==> config.mk <==
export PLATFORM = sky130hd
export DESIGN_NAME = ro_path_sweep
export DESIGN_NICKNAME = d
export VERILOG_FILES = /design/src/rtl/ro_sweep_pkg.sv /design/src/rtl/ro_edge_sync.sv /design/src/rtl/ro_div_const.sv /design/src/rtl/ro_path_sweep.sv
export SDC_FILE = /design/constraint.sdc
export NUM_CORES = 1
export LEC_CHECK = 0
export ABC_AREA = 1
export BUFFER_PORTS_ARGS = -buffer_cell sky130_fd_sc_hd__buf_2
export CAP_MARGIN = 15
export CORE_MARGIN = 2
export CORE_UTILIZATION = 66
export DETAILED_ROUTE_END_ITERATION = 6
export HOLD_SLACK_MARGIN = 0.02
export PLACE_DENSITY_LB_ADDON = 0.05
export SLEW_MARGIN = 20
export SYNTH_ARGS = -nofsm -noshare
export SYNTH_HDL_FRONTEND = slang
export SYNTH_SLANG_ARGS = --single-unit
==> constraint.sdc <==
create_clock -name clk -period 8.65 [get_ports clk]
set_input_delay 0.865 -clock clk [delete_from_list [all_inputs] [get_ports clk]]
set_output_delay 0.865 -clock clk [all_outputs]
set_load 0.05 [all_outputs]
==> src/rtl/ro_sweep_pkg.sv <==
package ro_sweep_pkg;
  localparam int LUT_INPUTS = 4;
  localparam int PATH_BITS  = LUT_INPUTS - 1;
  localparam int NUM_PATHS  = 1 << PATH_BITS;

  typedef enum logic [2:0] {
    ST_IDLE,
    ST_SETTLE,
    ST_COUNT,
    ST_AVG,
    ST_STORE,
    ST_DONE
  } sweep_st_t;
endpackage

==> src/rtl/ro_edge_sync.sv <==
module ro_edge_sync (
  input  logic clk,
  input  logic rst,
  input  logic async_in,
  output logic rise
);
  logic meta_q, sync_q, prev_q;

  always_ff @(posedge clk) begin
    if (rst) begin
      meta_q <= 1'b0;
      sync_q <= 1'b0;
      prev_q <= 1'b0;
    end else begin
      meta_q <= async_in;
      sync_q <= meta_q;
      prev_q <= sync_q;
    end
  end

  assign rise = sync_q & ~prev_q;
endmodule

==> src/rtl/ro_div_const.sv <==
module ro_div_const #(
  parameter int IN_W    = 10,
  parameter int DIVISOR = 10
) (
  input  logic [IN_W-1:0] num,
  output logic [IN_W-1:0] quo
);
  // Rounding error e of the reciprocal is below DIVISOR <= 2^SHIFT_X,
  // so num*e < 2^S for every num < 2^IN_W and the quotient is exact.
  localparam int SHIFT_X = $clog2(DIVISOR);
  localparam int S       = IN_W + SHIFT_X;
  localparam int PW      = IN_W + S;
  localparam logic [S-1:0] RECIP =
    S'(((64'd1 << S) + 64'(DIVISOR) - 64'd1) / 64'(DIVISOR));

  logic [PW-1:0] prod;

  assign prod = {{S{1'b0}}, num} * {{IN_W{1'b0}}, RECIP};
  assign quo  = IN_W'(prod >> S);
endmodule

==> src/rtl/ro_path_sweep.sv <==
module ro_path_sweep
  import ro_sweep_pkg::*;
#(
  parameter int NUM_RO  = 4,
  parameter int WINDOW  = 64,
  parameter int REPEATS = 10,
  parameter int SETTLE  = 16,
  localparam int OSC_W  = (NUM_RO > 1) ? $clog2(NUM_RO) : 1,
  localparam int TOTAL  = REPEATS * WINDOW,
  localparam int SUM_W  = $clog2(TOTAL + 1)
) (
  input  logic                 clk,
  input  logic                 rst,
  input  logic                 start,
  input  logic [NUM_RO-1:0]    ro_in,
  output logic [NUM_RO-1:0]    ro_en,
  output logic [PATH_BITS-1:0] path_sel,
  output logic                 map_xor,
  output logic                 busy,
  output logic                 done,
  output logic                 rd_valid,
  input  logic                 rd_ready,
  output logic [SUM_W-1:0]     rd_avg,
  output logic [OSC_W-1:0]     rd_osc,
  output logic [PATH_BITS-1:0] rd_path
);
  localparam int TMR_MAX = (TOTAL > SETTLE) ? TOTAL : SETTLE;
  localparam int TMR_W   = $clog2(TMR_MAX + 1);

  sweep_st_t           state;
  logic [OSC_W-1:0]    osc_q;
  logic [TMR_W-1:0]    tmr_q;
  logic [SUM_W-1:0]    sum_q;
  logic [SUM_W-1:0]    quo;
  logic [NUM_RO-1:0]   rise_vec;
  logic                edge_sel;
  logic [PATH_BITS-1:0] path_nxt;

  // One synchronizer and edge detector per oscillator input
  for (genvar g = 0; g < NUM_RO; g++) begin : g_sync
    ro_edge_sync u_sync (
      .clk      (clk),
      .rst      (rst),
      .async_in (ro_in[g]),
      .rise     (rise_vec[g])
    );
  end

  assign edge_sel = rise_vec[osc_q];
  assign path_nxt = path_sel + 1'b1;

  ro_div_const #(
    .IN_W    (SUM_W),
    .DIVISOR (REPEATS)
  ) u_div (
    .num (sum_q),
    .quo (quo)
  );

  always_ff @(posedge clk) begin
    if (rst) begin
      state    <= ST_IDLE;
      osc_q    <= '0;
      tmr_q    <= '0;
      sum_q    <= '0;
      ro_en    <= '0;
      path_sel <= '0;
      map_xor  <= 1'b0;
      busy     <= 1'b0;
      done     <= 1'b0;
      rd_valid <= 1'b0;
      rd_avg   <= '0;
      rd_osc   <= '0;
      rd_path  <= '0;
    end else begin
      case (state)
        ST_IDLE, ST_DONE: begin
          if (start) begin
            osc_q    <= '0;
            path_sel <= '0;
            map_xor  <= 1'b0;
            ro_en    <= NUM_RO'(1);
            busy     <= 1'b1;
            done     <= 1'b0;
            tmr_q    <= '0;
            state    <= ST_SETTLE;
          end
        end
        ST_SETTLE: begin
          if (tmr_q == TMR_W'(SETTLE - 1)) begin
            tmr_q <= '0;
            sum_q <= '0;
            state <= ST_COUNT;
          end else begin
            tmr_q <= tmr_q + 1'b1;
          end
        end
        ST_COUNT: begin
          sum_q <= sum_q + SUM_W'(edge_sel);
          if (tmr_q == TMR_W'(TOTAL - 1)) begin
            tmr_q <= '0;
            state <= ST_AVG;
          end else begin
            tmr_q <= tmr_q + 1'b1;
          end
        end
        ST_AVG: begin
          rd_avg   <= quo;
          rd_osc   <= osc_q;
          rd_path  <= path_sel;
          rd_valid <= 1'b1;
          state    <= ST_STORE;
        end
        ST_STORE: begin
          if (rd_ready) begin
            rd_valid <= 1'b0;
            tmr_q    <= '0;
            if (path_sel == PATH_BITS'(NUM_PATHS - 1)) begin
              if (osc_q == OSC_W'(NUM_RO - 1)) begin
                busy  <= 1'b0;
                done  <= 1'b1;
                ro_en <= '0;
                state <= ST_DONE;
              end else begin
                osc_q    <= osc_q + 1'b1;
                ro_en    <= ro_en << 1;
                path_sel <= '0;
                map_xor  <= 1'b0;
                state    <= ST_SETTLE;
              end
            end else begin
              path_sel <= path_nxt;
              map_xor  <= ^path_nxt;
              state    <= ST_SETTLE;
            end
          end
        end
        default: state <= ST_IDLE;
      endcase
    end
  end
endmodule

Word-level counts from Yosys, hierarchy flattened
Cells that the tools add are included.
- bits in registers: 60
- equal/unequal tests: 17
- reductions and logical operators: 15
- muxes and demuxes: 47
- multiply operators: 1
- $add $sub $neg: 4
- bitwise operators: 8
- order comparisons: 1
- operators by type and width (cell ; number):
    $mux W10 ; 5
    $pmux W10 S4 ; 1
    $mux W3 ; 10
    $mul A10 B11 Y21 const B ; 1
    $pmux W10 S2 ; 1
    $mux W4 ; 4
    $pmux W3 S5 ; 1
    $ne A2 B2 Y1 const B ; 7
    $mux W1 ; 13
    $reduce_and A4 Y1 ; 3
    $add A10 B1 Y10 ; 1
    $add A10 B1 Y10 const B ; 1
    $eq A10 B10 Y1 const B ; 1
    $eq A10 B4 Y1 const B ; 1
    $reduce_and A5 Y1 ; 2
    $eq A3 B3 Y1 const B ; 3
    $mux W2 ; 4
    $pmux W1 S2 ; 4
    $pmux W4 S2 ; 1
    $eq A3 B2 Y1 const B ; 2
    $pmux W3 S2 ; 1
    $reduce_bool A2 Y1 ; 3
    $and A1 B1 Y1 ; 4
    $not A1 Y1 ; 4
    14 further kinds ; 15

Logic depth before layout (Yosys ltp)
- depth in word-level cells: 6
- mapped depth: 22

Cells and area by module
From an unflattened synthesis, not the netlist that was laid out.
- cells, all modules: 747
- area total of the unflattened synthesis: 5225.0 sq um
- by module, submodules not included (module ; cells each ; times used ; area an instance (sq um)):
    ro_path_sweep ; 372 ; 1 ; 2526.2
    ro_div_const ; 335 ; 1 ; 2353.5
    ro_edge_sync ; 10 ; 4 ; 86.3

Least setup slack after synthesis
OpenSTA, ideal clock, no wires.
- path type: register to register
- from: register sum_q[8]
- to: register rd_avg[5]
- arrival: 3.908 ns
- cell stages (with the launch flop): 21
- slack: 4.633 ns
- required time: 8.541 ns
- library setup time: 0.109 ns
- cells stage by stage: dfxtp_1 inv_1 ha_1 inv_1 fa_1 fa_1 fa_1 inv_1 fa_1 inv_1 ha_1 nand2_1 inv_1 a21oi_1 nand2_1 nand2_1 nand3_1 nand2_1 nand3_1 nand2_1 inv_1
- longest elaborated chain between the ends: 1
- ends and longest elaborated chain (item ; line ; text):
    start: declaration ; ro_path_sweep.sv:33 ; logic [SUM_W-1:0] sum_q;
    start signal: assignment ; ro_path_sweep.sv:99 ; sum_q <= sum_q + SUM_W'(edge_sel);
    $mul A10 B11 Y21 ; ro_div_const.sv:18 ; assign prod = {{S{1'b0}}, num} * {{IN_W{1'b0}}, RECIP};
    end signal: assignment ; ro_path_sweep.sv:108 ; rd_avg <= quo;
    end: declaration ; ro_path_sweep.sv:23 ; output logic [SUM_W-1:0] rd_avg,
Every way passes these cells.
A chain may end at the register's enable or synchronous reset.

Worst setup path after layout
- from: register sum_q[2]
- to: register rd_avg[6]
Same word-level chain as after synthesis.

==> impl_metrics.py <==
metrics = {
    "worst_hold_path": {
        "hp-class": "register to register",
        "min_delay_path_depth": 2,
    },
    "route": {
        "dr.pass1.iters": 4,
        "remaining_drc_errors": 0,
        "first_iter_violations": 231,
        "ant_nets": 0,
        "viasPerCell": 5.248,
        "wirelength_mm": 10.50,
        "wl_per_cell_microns": 12.76,
        "vias": 4319,
    },
    "critical_path": {
        "path_cells": "inv_1, ha_1, inv_1, fa_1, inv_1, fa_1, fa_1, inv_1, ha_1, ha_1, nand2_1, nor2_1, nand2_1, nor2_1, nand2_1, nand4_1, nand3_1, nand2_1, inv_1",
        "cp.required_ns": 8.90,
        "cp_num_buf_inv": 5,
        "cp-end-kind": "register",
        "critPathLaunchType": "register",
        "critPathTopFamily": "adder cells",
        "critPathArrivalTime_ns": 4.48,
        "crit_cells": 19,
        "cp_max_fo": 6,
        "cpMostUsedCell": "inv_1",
        "reg2reg_depth": 19,
        "critPathMaxStageDelay_ns": 0.54,
        "cpMaxStageDelayCell": "fa_1",
        "critical_path_class": "register to register",
    },
    "placement": {
        "placed_area_sq_um": 5199,
        "post-dp-hpwl_mm": 8.199,
        "dp_slack_ns": 4.412,
        "port_buffers": 30,
        "gp_congestion": 0.8916,
    },
    "cells_and_area": {
        "antenna_cells": 0,
        "utilization_pct": 74.37,
        "final_net_count": 821,
        "stdcell_area_sq_um": 5423,
        "mostFrequentLayoutCells": "143 x nand2_1, 136 x inv_1, 80 x nor2_1",
        "syn2layout_area_growth_pct": 9.086,
        "layout-drive-gt1-share_pct": 10.50,
        "layout_commonest_cell": "nand2_1",
    },
    "timing": {
        "fin_setup_tns_ns": 0,
        "period_share_pct": 48.81,
        "finalWorstSetupSlack_ns": 4.428,
        "setup_viol": 0,
        "fmax_ghz": 0.2369,
        "fin_crit_ns": 4.222,
        "hold_viol": 0,
        "worst_pin_slew_ns": 0.8574,
        "slew_violations": 0,
        "fin_skew_ns": 0.008640,
        "rsz0062_at_grt": "no",
        "slew_headroom_pct": 42.63,
        "holdWs_ns": 0.4005,
    },
    "floorplan": {
        "die_y_microns": 90.79,
        "die_w_microns": 90.79,
        "initial_core_util_pct": 68.17,
        "die_area_sq_um": 8242,
        "rows": 31,
        "core_sq_um": 7292,
        "pin_count": 34,
    },
    "logic_synthesis": {
        "synthFlopType": "dfxtp_1",
        "async_flop_share_pct": 0,
        "synth.top_cell.area_share_pct": 24.16,
        "synth_warnings": 0,
        "synth-seq-area-share_pct": 24.16,
        "synthCells": 687,
        "yosys.area.top_type": "dfxtp_1",
        "syn_area_sq_um": 4971,
        "syn_area_per_cell_sq_um": 7.236,
        "ys_types": 38,
        "synth-edff-count": 0,
        "synth-seq-cells": 60,
        "synth.area.top_cells": "dfxtp_1 24%, ha_1 16%, fa_1 12%, nand2_1 11%, inv_1 10%",
    },
    "power_and_ir_drop": {
        "pwr-share-comb_pct": 29.4,
        "swShare_pct": 37.61,
        "power_density_nw_per_um2": 158.2,
        "leakage_nw": 2.925,
        "p_seq_share_pct": 36.4,
        "power_switching_w": 0.0003228,
        "clkPwrFrac_pct": 34.2,
        "irDropWorstVdd_mv": 0.1887,
        "intPower_w": 0.0005353,
    },
    "grt": {
        "globalRoute.totalOverflow": 0,
        "grtUsageTotal_pct": 27.27,
        "antenna_found_initial": 0,
        "grt_pass1_wl_mm": 18.36,
        "grt_max_degree": 41,
        "grt_pass1_vias": 4116,
    },
    "clock_network": {
        "cts_sinks": 60,
        "cts_hold_buf": 0,
        "cts_resized": 0,
        "clockBufferDepth": 2,
        "cts_max_level": 3,
        "cts_buffers": 9,
        "clkLatencyLatePin_ns": 0.35,
        "cts_root_buffer": "clkbuf_8",
        "post-cts-setup-buffers": 0,
        "clkTransAtPathRegs_ns": 0.08,
        "cts_tree": "yes",
    },
    "status": {
        "status": "complete, no violations",
    },
    "job": {
        "drv_cap": 0,
    },
}
worst register-to-register path: stages (launching register included):
cell,delay (ns)
dfxtp_1,0.48
inv_1,0.11
ha_1,0.29
inv_1,0.06
fa_1,0.51
inv_1,0.07
fa_1,0.51
fa_1,0.54
inv_1,0.04
ha_1,0.28
ha_1,0.36
nand2_1,0.11
nor2_1,0.21
nand2_1,0.09
nor2_1,0.09
nand2_1,0.07
nand4_1,0.11
nand3_1,0.08
nand2_1,0.07
inv_1,0.04
final cells by class:
cell class | instances | area (sq um)
Clock buffer | 10 | 137.6
Clock inverter | 6 | 86.33
Fill cell | 613 | 1869
Inverter | 143 | 541.8
Multi-Input combinational cell | 474 | 3174
Sequential cell | 60 | 1201
Tap cell | 99 | 123.9
Timing Repair Buffer | 31 | 157.7
power groups by stage:
stage               clock network, W  logic (W)  registers [W]
finish                      0.000294   0.000252       0.000312
global route                0.000309   0.000279       0.000315
CTS                         0.000296   0.000252       0.000312
detailed placement                 0   0.000250       0.000318
global placement                   0   0.000247       0.000318
floorplan                          0   0.000177       0.000346
worst paths after layout:
check / from / slack, ns / endpoint
worst max-delay path: sum_q[2] / 4.43 / rd_avg[6]
worst min-delay path: g_sync[2].u_sync.meta_q / 0.40 / g_sync[2].u_sync.sync_q
worst max register to register: sum_q[2] / 4.43 / rd_avg[6]
worst min register to register: g_sync[2].u_sync.meta_q / 0.40 / g_sync[2].u_sync.sync_q
through the flow:
step,cells,total power (W)
floorplan,689,0.0005227
global placement,807,0.0005647
detailed placement,807,0.0005682
CTS,823,0.0008600
global route,823,0.0009031
finish,823,0.0008581
sequential cells by signal, indices dropped and copies added (netlist names), 4 cells and up:
signal,cells
sum_q,10
tmr_q,10
rd_avg,7
g_sync.u_sync.meta_q,4
g_sync.u_sync.prev_q,4
g_sync.u_sync.sync_q,4
ro_en,4
metal layers:
metal	vias up	global-route usage, %	part of all wire [%]	wire (microns)
met5	-	0	0	0
met4	0	6.692	1.2	125
met3	14	6.845	5.3	556
met2	119	43.35	46	4807
met1	1988	37.49	48	5009
li1	2198	-	-	-
cells by family (layout without fill, tap and decap cells):
logic type / after synthesis / in the layout / synth area share [%]
AO/OA/AOI/OAI: 81 / 81 / 9.137
XOR/XNOR: 6 / 6 / 1.057
adder cells (fa/ha/maj): 94 / 94 / 28.04
buffers and inverters: 155 / 190 / 12.23
flip-flops: 60 / 60 / 24.16
other: 1 / 3 / 0.07544
AND/OR/NAND/NOR: 290 / 290 / 25.30
cell usage after synthesis, types with 2 or more instances:
master / instances
dfxtp_1: 60
o21bai_1: 6
nor2_8: 2
a21oi_1: 39
ha_1: 65
inv_1: 136
buf_2: 2
xnor2_1: 2
clkbuf_1: 5
o21ai_1: 3
fa_1: 29
nand2_2: 8
nor3_1: 8
nand2_1: 143
nand3_1: 33
nor2_1: 80
xor2_1: 4
o21ai_0: 22
nor2_4: 3
nor2_2: 2
a211oi_1: 3
inv_4: 2
buf_4: 3
a21oi_2: 4
inv_2: 4
nand4_1: 7
Power figures use the tool's default switching activity.
